File: config.mk
export PLATFORM = sky130hd
export DESIGN_NAME = msg_irq_bank
export DESIGN_NICKNAME = d
export VERILOG_FILES = /design/src/rtl/msg_irq_bank_pkg.sv /design/src/rtl/msg_irq_bank_decode.sv /design/src/rtl/msg_irq_bank_slot.sv /design/src/rtl/msg_irq_bank_rdmux.sv /design/src/rtl/msg_irq_bank.sv
export SDC_FILE = /design/constraint.sdc
export NUM_CORES = 1
export LEC_CHECK = 0
export ABC_AREA = 1
export ABC_CLOCK_PERIOD_IN_PS = 1600
export BUFFER_PORTS_ARGS = -buffer_cell sky130_fd_sc_hd__buf_2
export CORE_MARGIN = 5
export CORE_UTILIZATION = 55
export CTS_CLUSTER_DIAMETER = 60
export CTS_CLUSTER_SIZE = 24
export DETAILED_ROUTE_END_ITERATION = 10
export PLACE_DENSITY = 0.69
export SKIP_CTS_REPAIR_TIMING = 1
export SLEW_MARGIN = 20
export SYNTH_ARGS = -nofsm -noshare
export SYNTH_HDL_FRONTEND = slang
export SYNTH_SLANG_ARGS = --single-unit
File: constraint.sdc
create_clock -name clk -period 1.6 [get_ports clk]
set_input_delay 0.16 -clock clk [delete_from_list [all_inputs] [get_ports clk]]
set_output_delay 0.16 -clock clk [all_outputs]
set_load 0.03 [all_outputs]
File: src/rtl/msg_irq_bank_pkg.sv
// Package: shared types for the message interrupt register bank.
// Assumes: nothing beyond IEEE 1800-2017.
package msg_irq_bank_pkg;

    // Kind of access presented on the read port this cycle.
    typedef enum logic [1:0] {
        RK_IDLE  = 2'd0,
        RK_SLOT  = 2'd1,
        RK_SUM   = 2'd2,
        RK_UNDEF = 2'd3
    } rd_kind_t;

endpackage

File: src/rtl/msg_irq_bank_decode.sv
// Module: address and field decoder.
// Turns the write port into a one-hot post vector plus a bit mask, and the
// read port into a one-hot clear vector plus a read kind.
// Assumes: NUM_REGS is a power of two; the register select sits in the top
// field of the data word, with the bit index directly below it.
module msg_irq_bank_decode
    import msg_irq_bank_pkg::*;
#(
    parameter int NUM_REGS = 8,
    parameter int DATA_W   = 32,
    parameter int ADDR_W   = 9,
    parameter int POST_OFS = 'h140,
    parameter int SUM_OFS  = 'h120
) (
    input  logic                        wr_en,
    input  logic [ADDR_W-1:0]           wr_addr,
    input  logic [DATA_W-1:0]           wr_data,
    input  logic                        rd_en,
    input  logic [ADDR_W-1:0]           rd_addr,
    output logic [NUM_REGS-1:0]         post_vec,
    output logic [DATA_W-1:0]           post_mask,
    output logic [NUM_REGS-1:0]         clr_vec,
    output rd_kind_t                    rd_kind,
    output logic [$clog2(NUM_REGS)-1:0] rd_slot
);
    localparam int SEL_W   = $clog2(NUM_REGS);
    localparam int IDX_W   = $clog2(DATA_W);
    localparam int SEL_LSB = DATA_W - SEL_W;
    localparam int IDX_LSB = SEL_LSB - IDX_W;
    localparam int ROW_W   = ADDR_W - 4;

    logic             post_hit;
    logic [SEL_W-1:0] post_sel;
    logic [IDX_W-1:0] post_idx;
    logic [ROW_W-1:0] rd_row;
    logic             rd_aligned;
    logic             slot_hit;

    // Write side: only a full-address match on the post offset counts.
    always_comb begin
        post_hit  = wr_en && (wr_addr == ADDR_W'(POST_OFS));
        post_sel  = wr_data[SEL_LSB +: SEL_W];
        post_idx  = wr_data[IDX_LSB +: IDX_W];
        post_mask = DATA_W'(1) << post_idx;
        post_vec  = '0;
        if (post_hit) post_vec[post_sel] = 1'b1;
    end

    // Read side: classify the offset and pick the register to clear.
    always_comb begin
        rd_row     = rd_addr[ADDR_W-1:4];
        rd_aligned = (rd_addr[3:0] == 4'h0);
        slot_hit   = rd_aligned && (rd_row < ROW_W'(NUM_REGS));
        rd_slot    = rd_row[SEL_W-1:0];
        clr_vec    = '0;
        if (!rd_en)                              rd_kind = RK_IDLE;
        else if (slot_hit)                       rd_kind = RK_SLOT;
        else if (rd_addr == ADDR_W'(SUM_OFS))    rd_kind = RK_SUM;
        else                                     rd_kind = RK_UNDEF;
        if (rd_kind == RK_SLOT) clr_vec[rd_slot] = 1'b1;
    end
endmodule

File: src/rtl/msg_irq_bank_slot.sv
// Module: one shared message register and its interrupt line.
// A post ORs a bit in and raises the line; a clear empties the register and
// drops the line; when both land together, the posted bit survives the clear.
// Assumes: post_mask is one-hot whenever post_en is high.
module msg_irq_bank_slot #(
    parameter int DATA_W = 32
) (
    input  logic              clk,
    input  logic              rst_n,
    input  logic              post_en,
    input  logic [DATA_W-1:0] post_mask,
    input  logic              clr_en,
    output logic [DATA_W-1:0] value,
    output logic              irq
);
    logic [DATA_W-1:0] value_q;
    logic              irq_q;

    // Register contents: clear first, then OR in the new bit.
    always_ff @(posedge clk) begin
        if (!rst_n)       value_q <= '0;
        else if (post_en) value_q <= (clr_en ? '0 : value_q) | post_mask;
        else if (clr_en)  value_q <= '0;
    end

    // Interrupt line: a post raises it, a clear without a post drops it.
    always_ff @(posedge clk) begin
        if (!rst_n)       irq_q <= 1'b0;
        else if (post_en) irq_q <= 1'b1;
        else if (clr_en)  irq_q <= 1'b0;
    end

    assign value = value_q;
    assign irq   = irq_q;

    assert_post_bit_R1: assert property (@(posedge clk) disable iff (!rst_n)
        post_en && !clr_en |=> ((value_q & $past(post_mask)) == $past(post_mask))
                               && ((value_q & $past(value_q)) == $past(value_q)));
    assert_post_line_R2: assert property (@(posedge clk) disable iff (!rst_n)
        post_en |=> irq_q);
    assert_clear_empty_R4: assert property (@(posedge clk) disable iff (!rst_n)
        clr_en && !post_en |=> value_q == '0);
    assert_line_tracks_R5: assert property (@(posedge clk) disable iff (!rst_n)
        irq_q == (value_q != '0));
    assert_survive_R9: assert property (@(posedge clk) disable iff (!rst_n)
        clr_en && post_en |=> value_q == $past(post_mask));
    assert_hold_R12: assert property (@(posedge clk) disable iff (!rst_n)
        !clr_en && !post_en |=> $stable(value_q) && $stable(irq_q));
endmodule

File: src/rtl/msg_irq_bank_rdmux.sv
// Module: registered read-data selector.
// Picks a register, the non-zero summary or zero, and holds the result
// until the next read.
// Assumes: values are the pre-clear register contents of the same cycle.
module msg_irq_bank_rdmux
    import msg_irq_bank_pkg::*;
#(
    parameter int NUM_REGS = 8,
    parameter int DATA_W   = 32
) (
    input  logic                        clk,
    input  logic                        rst_n,
    input  rd_kind_t                    rd_kind,
    input  logic [$clog2(NUM_REGS)-1:0] rd_slot,
    input  logic [DATA_W-1:0]           values [NUM_REGS],
    output logic [DATA_W-1:0]           rd_data
);
    logic [NUM_REGS-1:0] nonzero;
    logic [DATA_W-1:0]   rd_q;

    // Summary vector: one flag per register that holds any bit.
    always_comb begin
        for (int i = 0; i < NUM_REGS; i++) nonzero[i] = (values[i] != '0);
    end

    // Read data register: updated only when a read is presented.
    always_ff @(posedge clk) begin
        if (!rst_n) rd_q <= '0;
        else begin
            case (rd_kind)
                RK_SLOT:  rd_q <= values[rd_slot];
                RK_SUM:   rd_q <= {{(DATA_W-NUM_REGS){1'b0}}, nonzero};
                RK_UNDEF: rd_q <= '0;
                default:  rd_q <= rd_q;
            endcase
        end
    end

    assign rd_data = rd_q;

    assert_sum_upper_R6: assert property (@(posedge clk) disable iff (!rst_n)
        rd_kind == RK_SUM |=> rd_q[DATA_W-1:NUM_REGS] == '0);
    assert_undef_zero_R10: assert property (@(posedge clk) disable iff (!rst_n)
        rd_kind == RK_UNDEF |=> rd_q == '0);
endmodule

File: src/rtl/msg_irq_bank.sv
// Module: top of the shared message interrupt register bank.
// Decodes both ports, keeps one slot per register and registers read data.
// Assumes: write and read ports may be active in the same cycle.
module msg_irq_bank
    import msg_irq_bank_pkg::*;
#(
    parameter int NUM_REGS = 8,
    parameter int DATA_W   = 32,
    parameter int ADDR_W   = 9,
    parameter int POST_OFS = 'h140,
    parameter int SUM_OFS  = 'h120
) (
    input  logic                clk,
    input  logic                rst_n,
    input  logic                wr_en,
    input  logic [ADDR_W-1:0]   wr_addr,
    input  logic [DATA_W-1:0]   wr_data,
    input  logic                rd_en,
    input  logic [ADDR_W-1:0]   rd_addr,
    output logic [DATA_W-1:0]   rd_data,
    output logic [NUM_REGS-1:0] irq
);
    localparam int SEL_W = $clog2(NUM_REGS);

    logic [NUM_REGS-1:0] post_vec;
    logic [DATA_W-1:0]   post_mask;
    logic [NUM_REGS-1:0] clr_vec;
    rd_kind_t            rd_kind;
    logic [SEL_W-1:0]    rd_slot;
    logic [DATA_W-1:0]   values [NUM_REGS];

    msg_irq_bank_decode #(
        .NUM_REGS(NUM_REGS), .DATA_W(DATA_W), .ADDR_W(ADDR_W),
        .POST_OFS(POST_OFS), .SUM_OFS(SUM_OFS)
    ) u_decode (
        .wr_en(wr_en), .wr_addr(wr_addr), .wr_data(wr_data),
        .rd_en(rd_en), .rd_addr(rd_addr),
        .post_vec(post_vec), .post_mask(post_mask), .clr_vec(clr_vec),
        .rd_kind(rd_kind), .rd_slot(rd_slot)
    );

    for (genvar g = 0; g < NUM_REGS; g++) begin : g_slot
        msg_irq_bank_slot #(.DATA_W(DATA_W)) u_slot (
            .clk(clk), .rst_n(rst_n),
            .post_en(post_vec[g]), .post_mask(post_mask),
            .clr_en(clr_vec[g]),
            .value(values[g]), .irq(irq[g])
        );
    end

    msg_irq_bank_rdmux #(.NUM_REGS(NUM_REGS), .DATA_W(DATA_W)) u_rdmux (
        .clk(clk), .rst_n(rst_n), .rd_kind(rd_kind), .rd_slot(rd_slot),
        .values(values), .rd_data(rd_data)
    );

    assert_reset_lines_R11: assert property (@(posedge clk)
        !rst_n |=> irq == '0 && rd_data == '0);
    assert_single_post_R12: assert property (@(posedge clk) disable iff (!rst_n)
        wr_en && !rd_en |=> $countones(irq & ~$past(irq)) <= 1);
endmodule

==> results by group <==
Place
  • RD Place Congestion: 0.9864
  • Post-DP HPWL: 38770 um
  • Placed cells: 2779
  • I/O Buffers: 69
  • Pre-CTS setup slack: -43.40 ps

Global routing
  • Largest net degree at the start of global routing: 84
  • First-pass GRT wire length: 85390 um
  • GRT Overall Usage: 35.58%
  • Congestion Overflow GR: 0
  • Initial antenna violation count: 0
  • Vias in the first global route: 14562

Layout
  • Fin nets: 2522
  • Core Util, Final: 64.51%
  • Layout cells sized above 1: 11.08%
  • Final std cells w/o fill: 2832
  • Area delta synth->final: 16.06%

Pwr
  • Power Total: 16.32 mW
  • Sw Ratio: 27.46%
  • Sequential power share: 45.4%
  • Max VDD drop: 0.9077 mV
  • Clock network fraction of design power: 46.8%
  • Internal: 11.84 mW
  • P_sw: 4.481 mW
  • Power density over the cells: 943.8 nW/um^2
  • Logic pwr share: 7.8%
  • Leakage power total: 8.369 nW

Setup path
  • Reg2Reg Launch Point: g_slot[5].u_slot.value[20]
  • Slowest cell on crit path: dfxtp_1
  • Critical Path Start Type: register
  • Worst endpoint required time: 2080 ps
  • Cell mode on critical path: nand2_1
  • Crit. End Element: register
  • Delay of the slowest cell on the worst path: 330 ps
  • Maximum fanout along the worst path: 3
  • Crit-path cells: nor2_1, nand2_1, nor2_1, nand2_1, o21ai_0, nand3_1, nand2_1, inv_1
  • Crit Reg-Reg Endpoint: u_rdmux.rd_data[5]
  • R2r setup slk: 90 ps
  • CP Data Arrival Time: 1990 ps
  • R2R depth: 8
  • WS Path Type: register to register

Timing
  • Worst Skew: 13.36 ps
  • Final Hold Viols: 2
  • Final WS setup: 85.57 ps
  • Endpoints failing setup: 0
  • Setup TNS: 0 ps
  • Final max-slew violation count: 0
  • RSZ-0062 raised after global routing: false
  • Fmax: 660.3 MHz
  • Hold slack final: -16.55 ps
  • Rel. slew slack: 67.48%
  • Tmin final: 1514 ps
  • Slew @ Worst Pin: 486.0 ps
  • Final Cycle Share: 94.65%

Drt
  • Total number of vias: 16086
  • DR WL/cell: 19.73 um
  • Drt first pass iters: 7
  • Avg Vias per Cell: 5.680
  • Routed WL: 55880 um
  • Starting DRT DRC Count: 2366
  • Remaining DRCs: 0
  • Antenna viol nets, final: 0

Synthesis
  • Register bit count reported by yosys: 296
  • Distinct cell type count after synthesis: 24
  • Mapped Area: 14900 um^2
  • Synthesis Warnings: 0
  • Synth Net Count: 2452
  • Seq/Total Area, Yosys: 39.77%
  • Mean Syn Cell Area: 6.213 um^2
  • Mapped Cells: 2398

Run status
  • Failing checks: hold timing
  • Status: complete, but fails checks

Clock network
  • Clk buf depth: 3
  • Clk_lat worst skew: 570 ps
  • CTS Buf Count: 28
  • CTS tree: built
  • Clock transition at the registers of the reported paths: 80 ps
  • Htree depth: 1
  • Clock Sinks: 296
  • Clock root buffer: clkbuf_16

Min path
  • Hold path start: wr_data[28]
  • WHS Path Cells: 4
  • Endpoint, Worst Hold: g_slot[2].u_slot.value[4]
  • Hold Path Class: input pin to register

Die
  • Cell row count: 60
  • Initial Util: 55.59%
  • Die Span Y: 174.6 um
  • # IOs: 94
  • DIE AREA: 30480 um^2
  • DIE WIDTH: 174.6 um
  • Core area: 26800 um^2

Run
  • Maxcap violations: 0
-- synth_stat cells (all sizes together) --
master	instances	area (um^2)
o21ai	248	1241
clkbuf	72	270.3
a21oi	138	690.7
clkinv	3	11.26
o22ai	7	43.79
nand2	837	3147
nand3	76	395.4
nor3	2	26.28
nor2	329	1328
inv	220	825.8
or2	1	6.260
buf	84	455.4
dfxtp	296	5926
nand4	85	531.8
-- kinds of logic (layout without fill, tap and decap cells) --
family | after synthesis | count (layout) | share of synthesized area, %
simple gates | 1330 | 1330 | 36.47
compound gates | 393 | 393 | 13.26
buf+inv | 379 | 471 | 10.49
flops | 296 | 296 | 39.77
other cells | 0 | 1 | 0
-- placed cells by master (no fill, tap or decap), types with 12 or more instances in the layout --
cell,count
o21ai_1,55
buf_4,104
dfxtp_1,296
nor2_4,12
inv_1,214
a21oi_1,138
nand4_1,85
nand2_1,835
nand3_1,72
o21ai_0,193
buf_12,25
nor2_1,316
buf_2,67
clkbuf_16,29
-- how the worst max path moves through the flow --
stage,start,to
final,g_slot[5].u_slot.value[20],u_rdmux.rd_data[5]
after global routing,g_slot[5].u_slot.value[13],u_rdmux.rd_data[5]
after CTS,g_slot[6].u_slot.value[1],u_rdmux.rd_data[6]
after detailed placement,wr_addr[3],g_slot[6].u_slot.value[6]
after global placement,rd_addr[6],u_rdmux.rd_data[13]
after floorplan,rd_addr[3],g_slot[2].u_slot.value[1]
-- cell type report --
class | instances | area, um^2
timing repair buffer | 196 | 1617
inverter | 223 | 839.6
tap | 341 | 426.7
antenna | 1 | 2.502
clock buffer | 30 | 739.5
fill | 2533 | 9510
sequential | 296 | 5926
multi-input combinational | 1723 | 7415
clock inverter | 22 | 325.3
-- state kept, by name, summed over array words and instances (netlist names) --
register and cells:
g_slot.u_slot.value 256, u_rdmux.rd_data 32, g_slot.u_slot.irq 8
-- power groups by stage --
stage	logic, mW	registers, mW	clock network [mW]
after CTS	1.24	7.41	7.65
after detailed placement	1.23	7.59	0
after floorplan	0.628	7.65	0
after global placement	1.22	7.59	0
final	1.28	7.41	7.63
after global routing	1.35	7.42	8.00
-- routing by layer --
layer  routed length (um)  track usage [%]  vias to the layer above
li1                     -                -                     7691
met1                23630            52.53                     7346
met2                23520            53.40                      939
met3                 6818            6.101                      110
met4                 1911            10.74                        0
met5                    0                0                        -
-- per-stage QoR --
| step | hold slack (ps) | instance area (um^2) |
|---|---|---|
| after detailed placement | 454.0 | 16220 |
| final | -16.55 | 17290 |
| after floorplan | 381.7 | 14900 |
| after global routing | 13.69 | 17290 |
| after CTS | -14.52 | 17280 |
| after global placement | 451.6 | 16220 |
-- worst max-delay path, delay by kind of cell (launching register included) --
kind | cells | cell delay (ps)
AOI/OAI and AO/OA | 1 | 200
buffers and inverters | 1 | 40
DFF | 1 | 330
and+or+nand+nor | 6 | 860
No activity file was read; power rests on OpenSTA's default activity.
